==> config.mk <==
export PLATFORM = sky130hd
export DESIGN_NAME = mux_accum_sequencer
export DESIGN_NICKNAME = d
export VERILOG_FILES = /design/src/rtl/mux_seq_pkg.sv /design/src/rtl/seq_frame_ctrl.sv /design/src/rtl/seq_accum_datapath.sv /design/src/rtl/mux_accum_sequencer.sv
export SDC_FILE = /design/constraint.sdc
export NUM_CORES = 1
export LEC_CHECK = 0
export BUFFER_PORTS_ARGS = -buffer_cell sky130_fd_sc_hd__buf_2
export CORE_UTILIZATION = 53
export CTS_CLUSTER_SIZE = 30
export DETAILED_ROUTE_END_ITERATION = 12
export PLACE_DENSITY = 0.79
export SETUP_SLACK_MARGIN = 0.2
export SYNTH_ARGS = -nofsm -noshare
export SYNTH_HDL_FRONTEND = slang
export SYNTH_SLANG_ARGS = --single-unit
==> constraint.sdc <==
create_clock -name clk -period 3.1 [get_ports clk]
set_clock_uncertainty 0.15 [all_clocks]
set_input_delay 0.31 -clock clk [delete_from_list [all_inputs] [get_ports clk]]
set_output_delay 0.31 -clock clk [all_outputs]
set_load 0.02 [all_outputs]
==> src/rtl/mux_seq_pkg.sv <==
package mux_seq_pkg;

  localparam int CHAN_W = 3;
  localparam int CNT_W  = 7;
  localparam logic [CHAN_W-1:0] CHAN_IDLE = '1;

  typedef struct packed {
    logic slotStart;
    logic frameEnd;
  } seqStrobe_t;

  function automatic logic [CNT_W-1:0] groupFrames(input logic [1:0] sel);
    case (sel)
      2'd0:    groupFrames = CNT_W'(42);
      2'd1:    groupFrames = CNT_W'(50);
      2'd2:    groupFrames = CNT_W'(84);
      default: groupFrames = CNT_W'(100);
    endcase
  endfunction

  function automatic logic [CNT_W-1:0] groupCount(input logic [5:0] field);
    groupCount = (field == 6'd0) ? CNT_W'(64) : {1'b0, field};
  endfunction

endpackage

==> src/rtl/seq_frame_ctrl.sv <==
module seq_frame_ctrl
  import mux_seq_pkg::*;
#(
  parameter int TICKS_PER_SLOT = 2,
  parameter int NUM_SLOTS      = 6,
  parameter int IDLE_TICKS     = 1
) (
  input  logic              clk,
  input  logic              rst_n,
  input  logic              tickEn,
  output seqStrobe_t        strobes,
  output logic [CHAN_W-1:0] chanSel
);

  localparam int PW = (TICKS_PER_SLOT > 1) ? $clog2(TICKS_PER_SLOT) : 1;
  localparam int IW = (IDLE_TICKS > 1) ? $clog2(IDLE_TICKS) : 1;
  localparam int SW = $clog2(NUM_SLOTS + 1);
  localparam logic [PW-1:0] PH_LAST   = PW'(TICKS_PER_SLOT - 1);
  localparam logic [IW-1:0] IDLE_LAST = IW'(IDLE_TICKS - 1);
  localparam logic [SW-1:0] SLOT_IDLE = SW'(NUM_SLOTS);

  logic [PW-1:0] slotPhase;
  logic [IW-1:0] idleCnt;
  logic [SW-1:0] slotIdx;
  logic          inIdle;

  assign inIdle = (slotIdx == SLOT_IDLE);

  always_comb begin
    strobes.slotStart = tickEn && !inIdle && (slotPhase == '0);
    strobes.frameEnd  = tickEn && inIdle && (idleCnt == IDLE_LAST);
    chanSel           = inIdle ? CHAN_IDLE : CHAN_W'(slotIdx);
  end

  always_ff @(posedge clk or negedge rst_n) begin
    if (!rst_n) begin
      slotPhase <= '0;
      idleCnt   <= '0;
      slotIdx   <= '0;
    end else if (tickEn) begin
      if (!inIdle) begin
        if (slotPhase == PH_LAST) begin
          slotPhase <= '0;
          slotIdx   <= slotIdx + 1'b1;
        end else begin
          slotPhase <= slotPhase + 1'b1;
        end
        idleCnt <= '0;
      end else if (idleCnt == IDLE_LAST) begin
        idleCnt <= '0;
        slotIdx <= '0;
      end else begin
        idleCnt <= idleCnt + 1'b1;
      end
    end
  end

endmodule

==> src/rtl/seq_accum_datapath.sv <==
module seq_accum_datapath
  import mux_seq_pkg::*;
#(
  parameter int         CFG_W     = 8,
  parameter logic [7:0] RESET_CFG = 8'h32
) (
  input  logic             clk,
  input  logic             rst_n,
  input  seqStrobe_t       strobes,
  input  logic             cfgWrEn,
  input  logic [CFG_W-1:0] cfgWrData,
  output logic             intervalEnd
);

  logic [CFG_W-1:0] pendCfg;
  logic [CFG_W-1:0] activeCfg;
  logic [CNT_W-1:0] preCnt;
  logic [CNT_W-1:0] sumCnt;
  logic [CNT_W-1:0] preLast;
  logic [CNT_W-1:0] sumLast;
  logic             groupEnd;

  assign preLast     = groupFrames(activeCfg[7:6]) - 1'b1;
  assign sumLast     = groupCount(activeCfg[5:0]) - 1'b1;
  assign groupEnd    = strobes.frameEnd && (preCnt == preLast);
  assign intervalEnd = groupEnd && (sumCnt == sumLast);

  always_ff @(posedge clk or negedge rst_n) begin
    if (!rst_n) begin
      pendCfg <= RESET_CFG;
    end else if (cfgWrEn) begin
      pendCfg <= cfgWrData;
    end
  end

  always_ff @(posedge clk or negedge rst_n) begin
    if (!rst_n) begin
      activeCfg <= RESET_CFG;
      preCnt    <= '0;
      sumCnt    <= '0;
    end else if (strobes.frameEnd) begin
      if (groupEnd) begin
        preCnt <= '0;
        if (intervalEnd) begin
          sumCnt    <= '0;
          activeCfg <= pendCfg;
        end else begin
          sumCnt <= sumCnt + 1'b1;
        end
      end else begin
        preCnt <= preCnt + 1'b1;
      end
    end
  end

endmodule

==> src/rtl/mux_accum_sequencer.sv <==
module mux_accum_sequencer
  import mux_seq_pkg::*;
#(
  parameter int         TICKS_PER_SLOT = 2,
  parameter int         NUM_SLOTS      = 6,
  parameter int         IDLE_TICKS     = 1,
  parameter logic [7:0] RESET_CFG      = 8'h32
) (
  input  logic       clk,
  input  logic       rst_n,
  input  logic       tickEn,
  input  logic       cfgWrEn,
  input  logic [7:0] cfgWrData,
  output logic [2:0] chanSel,
  output logic       sampleStrobe,
  output logic       cycleDone,
  output logic       xferDone
);

  seqStrobe_t strobes;

  seq_frame_ctrl #(
    .TICKS_PER_SLOT(TICKS_PER_SLOT),
    .NUM_SLOTS     (NUM_SLOTS),
    .IDLE_TICKS    (IDLE_TICKS)
  ) u_ctrl (
    .clk    (clk),
    .rst_n  (rst_n),
    .tickEn (tickEn),
    .strobes(strobes),
    .chanSel(chanSel)
  );

  seq_accum_datapath #(
    .CFG_W    (8),
    .RESET_CFG(RESET_CFG)
  ) u_dp (
    .clk        (clk),
    .rst_n      (rst_n),
    .strobes    (strobes),
    .cfgWrEn    (cfgWrEn),
    .cfgWrData  (cfgWrData),
    .intervalEnd(xferDone)
  );

  assign sampleStrobe = strobes.slotStart;
  assign cycleDone    = strobes.frameEnd;

endmodule

==> impl_results.rst, run 1 <==
.. list-table::
   :header-rows: 1

   * - Metric
     - Value
   * - Core Area
     - 3720 µm²
   * - Width of the chip
     - 64.5 µm
   * - CTS Buf Count
     - 5
   * - Total power density per cell area
     - 498 nW/µm²
   * - Via count of the first global-routing pass
     - 1572
   * - Net switching share of the total power
     - 27.8%
   * - Layout cell share with drive strength beyond 1
     - 36.1%
   * - Global-route total usage across every layer
     - 22.8%
   * - Global-route wire length before repair
     - 7140 µm
   * - Net load switching power
     - 0.355 mW
   * - Share of total power in the clock network
     - 38.6%
   * - Final RePlAce weighted congestion
     - 0.879
   * - Number of flops mapped to enable cells by yosys
     - 0
   * - Num rows
     - 22
   * - Result of the run
     - completed
   * - Post-synthesis cell count
     - 198
   * - Final slew viol count
     - 0
   * - Biggest fanout along the worst timing path
     - 4
   * - Leading register cell type out of synthesis
     - sky130_fd_sc_hd__dfrtp_1
   * - Number of buffers on the longest clock path
     - 2
   * - DP Wirelength
     - 2810 µm
   * - Max-cap viol count
     - 0
   * - Internal power of the cells
     - 0.923 mW
   * - CP Class
     - flop to primary output
   * - Worst hold-check slack
     - 94.3 ps
   * - Initial antenna violation count
     - 0
   * - Final setup slack of the worst path
     - 210 ps
   * - Number of register bits inferred by synthesis
     - 34
   * - Per-cell via count in the routed design
     - 5.72
   * - Worst hold path class
     - primary input to flop
   * - Ratio of final minimum period to clock period
     - 93.2%
   * - Most common cell in the synthesized netlist
     - sky130_fd_sc_hd__dfrtp_1
   * - Library cell occupying the most area in the post-synthesis netlist
     - sky130_fd_sc_hd__dfrtp_1
   * - TritonCTS clock tree
     - yes
   * - Gate power share
     - 16.5%
   * - Startpoint kind of the worst setup timing path
     - flop
   * - Clock latency on the worst-skew pair
     - 290 ps
   * - Final count of hold timing violations
     - 0
   * - Total gr overflow
     - 0
   * - Synth top cells by count
     - sky130_fd_sc_hd__dfrtp_1 (28), sky130_fd_sc_hd__o21ai_0 (18), sky130_fd_sc_hd__nand2_1 (14)
   * - Tightest Pin Transition
     - 738 ps
   * - Achievable Freq
     - 346 MHz
   * - Setup TNS
     - 0 ps
   * - Synth top area cells
     - sky130_fd_sc_hd__dfrtp_1 (34%), sky130_fd_sc_hd__dfstp_2 (7.6%), sky130_fd_sc_hd__mux2_2 (7.1%)
   * - Maximum number of pins on one net before global-route repair
     - 35
   * - Largest vdd supply drop
     - 0.477 mV
   * - Part of the Yosys area used for sequential elements
     - 41.5%
   * - Die Outline Area
     - 4160 µm²
   * - CTS root buffer
     - sky130_fd_sc_hd__clkbuf_8
   * - Count of endpoints failing setup in the final report
     - 0
   * - Routed wire length
     - 4340 µm
   * - Count of distinct cell types in the synthesized netlist
     - 48
   * - Clock Sinks
     - 34
   * - First-pass iteration count of the detailed router
     - 4
   * - Port-buffer cells
     - 17
   * - Starting DRT DRC Count
     - 71
   * - Remaining design rule violation count
     - 0
   * - Post-route antenna net violation count
     - 0
   * - Crit path time final
     - 2890 ps
   * - Fraction of registers with async set/reset
     - 100%
   * - RSZ-0062 raised after global routing
     - true
   * - Area share of the leading cell type in the synthesized netlist
     - 33.9%
   * - Sequential cell fraction of total power
     - 44.9%
   * - Post-synth net total
     - 221
   * - Post-synthesis area per instance
     - 10.5 µm²
   * - Worst Setup End Kind
     - primary output
   * - Slew HR
     - 50.8%
   * - Leakage Power
     - 1.12 nW
   * - Worst EP arrival
     - 2430 ps
   * - Required arrival time at the worst endpoint
     - 2640 ps
   * - Io pins
     - 18
   * - Number of H-tree levels
     - 2
   * - Final Net Count
     - 252
   * - Starting utilization of the core area
     - 55.7%
   * - Per-cell routed wire length
     - 15.6 µm
   * - Register clock-pin slew on the reported worst setup and hold paths
     - 80 ps
   * - Setup Slack @ Placement
     - 125 ps
   * - Synthesis Warnings
     - 0
   * - Ant diodes
     - 0
   * - Cell area after synthesis
     - 2070 µm²
   * - Die height
     - 64.5 µm
   * - Vias post-DR
     - 1589
   * - Signed area change from the synthesized netlist to the final layout
     - 24.1%
==> final timing paths <==
| kind | startpoint | to | slack (ps) | depth (start not counted) |
|---|---|---|---|---|
| worst max-delay path | u_dp.activeCfg[0] | xferDone | 210 | 8 |
| worst min-delay path | cfgWrData[3] | u_dp.pendCfg[3] | 90 | 2 |
| worst max register to register | u_dp.activeCfg[7] | u_dp.activeCfg[0] | 260 | 8 |
| worst min register to register | u_dp.preCnt[0] | u_dp.preCnt[0] | 350 | 1 |
| max in group asynchronous | rst_n | u_dp.activeCfg[7] | 1820 | 2 |
| min in group asynchronous | rst_n | u_dp.sumCnt[6] | 460 | 2 |
==> power groups by stage <==
stage               Sequential [mW]  Clock, mW  Combinational [mW]
detailed placement            0.578          0               0.208
global route                  0.585      0.518               0.240
floorplan                     0.552          0               0.174
finish                        0.573      0.494               0.211
global placement              0.578          0               0.203
CTS                           0.570      0.504               0.211
==> registers in the layout, indices dropped and copies added, names as in the netlist <==
name              count
u_dp.preCnt           7
u_ctrl.slotPhase      1
u_ctrl.slotIdx        3
u_dp.activeCfg        8
u_dp.pendCfg          8
u_dp.sumCnt           7
==> layout by cell type (no fill, tap or decap), types with 2 or more instances in the layout <==
master / Yosys / final
sky130_fd_sc_hd__nand4_1: 7 / 7
sky130_fd_sc_hd__nor2_1: 9 / 9
sky130_fd_sc_hd__buf_4: 0 / 10
sky130_fd_sc_hd__a211oi_1: 2 / 2
sky130_fd_sc_hd__o21ai_0: 18 / 18
sky130_fd_sc_hd__buf_2: 1 / 17
sky130_fd_sc_hd__dfstp_2: 6 / 6
sky130_fd_sc_hd__a21oi_2: 0 / 2
sky130_fd_sc_hd__nand2_1: 14 / 14
sky130_fd_sc_hd__a22o_1: 2 / 2
sky130_fd_sc_hd__xor2_1: 7 / 7
sky130_fd_sc_hd__o211ai_1: 2 / 2
sky130_fd_sc_hd__clkbuf_8: 0 / 5
sky130_fd_sc_hd__or3_4: 0 / 3
sky130_fd_sc_hd__mux2_4: 3 / 8
sky130_fd_sc_hd__nand3_1: 4 / 4
sky130_fd_sc_hd__xnor2_1: 8 / 8
sky130_fd_sc_hd__buf_6: 2 / 5
sky130_fd_sc_hd__inv_1: 8 / 6
sky130_fd_sc_hd__mux2_2: 13 / 8
sky130_fd_sc_hd__or3_1: 8 / 5
sky130_fd_sc_hd__bufinv_16: 0 / 2
sky130_fd_sc_hd__a21oi_1: 8 / 6
sky130_fd_sc_hd__ha_4: 0 / 3
sky130_fd_sc_hd__nand2b_1: 2 / 2
sky130_fd_sc_hd__ha_1: 11 / 7
sky130_fd_sc_hd__and2_1: 3 / 3
sky130_fd_sc_hd__dfrtp_1: 28 / 27
==> cells by family (layout without fill, tap and decap cells) <==
| family | after synthesis | in the layout | share of synthesized area (%) |
|---|---|---|---|
| simple gates | 59 | 59 | 16.2 |
| mux | 17 | 17 | 9.73 |
| xor+xnor | 16 | 16 | 7.44 |
| fa+ha+maj | 11 | 11 | 6.65 |
| flops | 34 | 34 | 41.5 |
| buf+inv | 17 | 49 | 3.87 |
| compound gates | 44 | 44 | 14.6 |
==> what timing repair did <==
item                       in CTS  in global routing
hold buffers                    1                  0
hold endpoints to repair       28                  0
setup endpoints to repair      10                 16
setup buffers                   6                  3
gates cloned                    0                  0
pin swaps                      10                  7
gates resized for setup        20                 13
==> routing by layer <==
layer,up-vias,track usage (%),routed length [µm]
met2,40,34.7,1960
met4,0,10.3,73
met1,755,30.2,2110
met3,8,6.16,191
li1,786,-,-
met5,-,0,0
==> worst max-delay path: stages, from the launching register on <==
cell                        delay [ps]
sky130_fd_sc_hd__dfrtp_1           400
sky130_fd_sc_hd__inv_1             150
sky130_fd_sc_hd__ha_4              180
sky130_fd_sc_hd__or4b_4            500
sky130_fd_sc_hd__a221oi_2          270
sky130_fd_sc_hd__a2bb2oi_2         240
sky130_fd_sc_hd__nand2_1            80
sky130_fd_sc_hd__o2111a_1          160
sky130_fd_sc_hd__buf_2             160
==> metrics by stage <==
stage | util [%] | instance area [µm²] | instances | total power, mW
after global routing | 69.1 | 2570 | 278 | 1.34
after global placement | 59.5 | 2210 | 260 | 0.781
after CTS | 66.9 | 2480 | 275 | 1.28
after floorplan | - | 2070 | 198 | 0.725
after detailed placement | 59.5 | 2210 | 260 | 0.786
final | 69.1 | 2570 | 278 | 1.28
==> final cells by class <==
type / instances / area [µm²]
Multi-Input combinational cell: 147 / 1250
Fill cell: 268 / 1150
Sequential cell: 34 / 860
Timing Repair Buffer: 33 / 226
Clock buffer: 5 / 68.8
Clock inverter: 3 / 68.8
Tap cell: 48 / 60.1
Inverter: 8 / 32.5
Power figures use the tool's default switching activity.
==> run 2, diff against run 1 <==
--- a/config.mk
+++ b/config.mk
@@ -13,4 +13,5 @@
 export SETUP_SLACK_MARGIN = 0.2
 export SYNTH_ARGS = -nofsm -noshare
 export SYNTH_HDL_FRONTEND = slang
+export SYNTH_HIERARCHICAL = 1
 export SYNTH_SLANG_ARGS = --single-unit
==> run 2 against run 1 <==
Against the previous run: maximum frequency grew 3.0%; cell area is 8.5% lower; cell count down 6.1%; critical path depth unchanged; synthesized cell count decreased by 6.6%; first-iteration DRC count is 31% higher; critical endpoint unchanged; largest power group unchanged; highest routed layer unchanged.
==> impl_results.rst, run 2 <==
.. list-table::
   :header-rows: 1

   * - Metric
     - Value
   * - Result of the run
     - completed
   * - Final core occ
     - 64.1%
   * - Vias post-DR
     - 1411
   * - Tightest Pin Transition
     - 722 ps
   * - Largest vdd supply drop
     - 0.433 mV
   * - Register clock-pin slew on the reported worst setup and hold paths
     - 70 ps
   * - Global-route wire length before repair
     - 6070 µm
   * - Initial antenna violation count
     - 0
   * - Starting DRT DRC Count
     - 93
   * - Per-cell routed wire length
     - 13.5 µm
   * - Max-cap viol count
     - 0
   * - CTS Buf Count
     - 5
   * - Die Outline Area
     - 4050 µm²
   * - Number of register bits inferred by synthesis
     - 34
   * - TritonCTS clock tree
     - yes
   * - DP Wirelength
     - 2530 µm
   * - Slew HR
     - 51.9%
   * - Clock Sinks
     - 34
   * - Worst hold path class
     - primary input to flop
   * - Number of H-tree levels
     - 2
   * - Library cell occupying the most area in the post-synthesis netlist
     - sky130_fd_sc_hd__dfrtp_1
   * - Final count of hold timing violations
     - 0
   * - Per-cell via count in the routed design
     - 5.41
   * - Number of buffers on the longest clock path
     - 2
   * - Sequential cell fraction of total power
     - 49.2%
   * - Area share of the leading cell type in the synthesized netlist
     - 34.8%
   * - Most common library cell in the layout ignoring fill and taps
     - sky130_fd_sc_hd__dfrtp_1
   * - Number of flops mapped to enable cells by yosys
     - 0
   * - Setup TNS
     - 0 ps
   * - Routed wire length
     - 3540 µm
   * - Fraction of registers with async set/reset
     - 100%
   * - Via count of the first global-routing pass
     - 1340
   * - Net load switching power
     - 0.345 mW
   * - Post-route antenna net violation count
     - 0
   * - Part of the Yosys area used for sequential elements
     - 42.6%
   * - RSZ-0062 raised after global routing
     - false
   * - Crit path time final
     - 2810 ps
   * - Post-synthesis area per instance
     - 10.9 µm²
   * - Num rows
     - 22
   * - Worst Setup End Kind
     - primary output
   * - Most common cell in the synthesized netlist
     - sky130_fd_sc_hd__dfrtp_1
   * - Port-buffer cells
     - 17
   * - CP Class
     - flop to primary output
   * - Total power density per cell area
     - 504 nW/µm²
   * - Gate family responsible for the most delay along the worst path
     - compound AO/OA/AOI/OAI gates
   * - Cells along the critical path
     - inv_1, ha_1, xor2_1, a21o_1, a221oi_2, o2111ai_4, nor2_8, buf_4
   * - Io pins
     - 18
   * - Core Area
     - 3660 µm²
   * - Clock latency on the worst-skew pair
     - 290 ps
   * - Leading registers by flop count
     - u_dp/activeCfg (8), u_dp/pendCfg (8)
   * - Net switching share of the total power
     - 29.2%
   * - Die height
     - 63.7 µm
   * - Biggest fanout along the worst timing path
     - 6
   * - Width of the chip
     - 63.7 µm
   * - Filler instances
     - 290
   * - Count of distinct cell types in the synthesized netlist
     - 44
   * - Gate power share
     - 16.7%
   * - Remaining design rule violation count
     - 0
   * - Post-synthesis cell count
     - 185
   * - Maximum number of pins on one net before global-route repair
     - 35
   * - Overall power
     - 1.18 mW
   * - Global-route total usage across every layer
     - 19.3%
   * - Leading register cell type out of synthesis
     - sky130_fd_sc_hd__dfrtp_1
   * - Starting utilization of the core area
     - 55.0%
   * - Signed area change from the synthesized netlist to the final layout
     - 16.6%
   * - Most frequent cells in the layout
     - sky130_fd_sc_hd__dfrtp_1 (28), sky130_fd_sc_hd__buf_2 (16), sky130_fd_sc_hd__nand2_1 (13)
   * - Post-synth net total
     - 208
   * - Slowest library cell on the worst path
     - sky130_fd_sc_hd__dfstp_2
   * - CTS root buffer
     - sky130_fd_sc_hd__clkbuf_8
   * - Worst EP arrival
     - 2350 ps
   * - Worst path bufs/invs
     - 2
   * - Required arrival time at the worst endpoint
     - 2640 ps
   * - Final Net Count
     - 235
   * - Layout cell share with drive strength beyond 1
     - 31.9%
   * - Final RePlAce weighted congestion
     - 0.743
   * - Achievable Freq
     - 356 MHz
   * - Internal power of the cells
     - 0.839 mW
   * - Startpoint kind of the worst setup timing path
     - flop
   * - Ant diodes
     - 0
   * - Total gr overflow
     - 0
   * - Cell area after synthesis
     - 2010 µm²
   * - Synth top area cells
     - sky130_fd_sc_hd__dfrtp_1 (35%), sky130_fd_sc_hd__dfstp_2 (7.8%), sky130_fd_sc_hd__ha_1 (6.8%)
   * - Synthesis Warnings
     - 6
   * - Count of endpoints failing setup in the final report
     - 0
   * - Ratio of final minimum period to clock period
     - 90.5%
   * - Synth top cells by count
     - sky130_fd_sc_hd__dfrtp_1 (28), sky130_fd_sc_hd__nand2_1 (13), sky130_fd_sc_hd__ha_1 (11), sky130_fd_sc_hd__inv_1 (11), sky130_fd_sc_hd__xnor2_1 (11)
   * - Share of total power in the clock network
     - 34.1%
   * - Leakage Power
     - 1.05 nW
   * - First-pass iteration count of the detailed router
     - 4
   * - Final slew viol count
     - 0
   * - Max stage delay on crit path
     - 550 ps
run 2: cell types whose count changed in the layout (fill, tap and decap cells not counted), sizes merged, moves of 4 or more:
cell and change:
buf -7, nand4 -4, or3 -6, o21ai -7, nand3 +4
run 2: kinds of logic after synthesis:
group                      after synthesis  synth area share [%]
AOI/OAI and AO/OA                       30                  11.1
xor gates and xnor gates                21                  9.13
adders and majority gates               12                  7.33
buffers and inverters                   17                  3.23
DFF                                     34                  42.6
muxes                                   18                  11.4
and+or+nand+nor                         53                  15.2
run 2: what timing repair did:
| action | 4_1_cts | 5_1_grt |
|---|---|---|
| resized for setup | 0 | 5 |
| setup endpoints to repair | 1 | 6 |
| setup buffers | 1 | 5 |
| pin swaps | 1 | 3 |
| endpoints found under the hold margin | 28 | 0 |
| hold buffers | 1 | 0 |
run 2: through the flow:
step,hold slack [ps],setup slack [ps],cells,area [µm²]
after floorplan,-136,392,185,2020
after global placement,261,450,246,2160
after detailed placement,264,380,246,2160
after CTS,87.7,205,256,2290
after global routing,89.4,182,261,2350
final,97.7,295,261,2350
run 2: worst register-to-register path: stages (launching register included):
cell	delay, ps
sky130_fd_sc_hd__dfstp_2	550
sky130_fd_sc_hd__inv_1	60
sky130_fd_sc_hd__ha_1	240
sky130_fd_sc_hd__xor2_1	170
sky130_fd_sc_hd__a21o_1	200
sky130_fd_sc_hd__a221oi_2	300
sky130_fd_sc_hd__o2111ai_4	250
sky130_fd_sc_hd__nor2_8	140
sky130_fd_sc_hd__buf_4	210
sky130_fd_sc_hd__mux2_4	320
run 2: area by class of cell:
type	count	area [µm²]	share of cell area, %
multi-input combinational	134	1120	47.6
clock inverter	3	45.0	1.92
clock buffer	5	68.8	2.93
sequential	34	858	36.5
tap	48	60.1	2.56
timing repair buffer	26	158	6.71
inverter	11	41.3	1.76
run 2: final timing paths:
kind,startpoint,endpoint,slack (ps),depth (start not counted)
worst max-delay path,u_dp/activeCfg[1],xferDone,290,8
worst min-delay path,cfgWrData[6],u_dp/pendCfg[6],100,2
worst max register to register,u_dp/activeCfg[1],u_dp/activeCfg[7],400,9
worst min register to register,u_dp/pendCfg[3],u_dp/activeCfg[3],360,1
max in group asynchronous,rst_n,u_dp/pendCfg[0],1880,2
min in group asynchronous,rst_n,u_dp/sumCnt[6],460,2
run 2: routing by layer:
layer  wire [µm]  global-route usage, %
met1        1600                   24.1
met2        1710                   31.6
met3         139                   5.80
met4          85                   6.53
met5           0                      0
run 2: power by group through the flow:
stage	combinational, mW	clock [mW]	sequential [mW]
3_3_place_gp	0.194	0	0.589
5_1_grt	0.219	0.432	0.593
6_report	0.198	0.404	0.583
3_5_place_dp	0.199	0	0.590
4_1_cts	0.201	0.415	0.583
2_1_floorplan	0.170	0	0.560
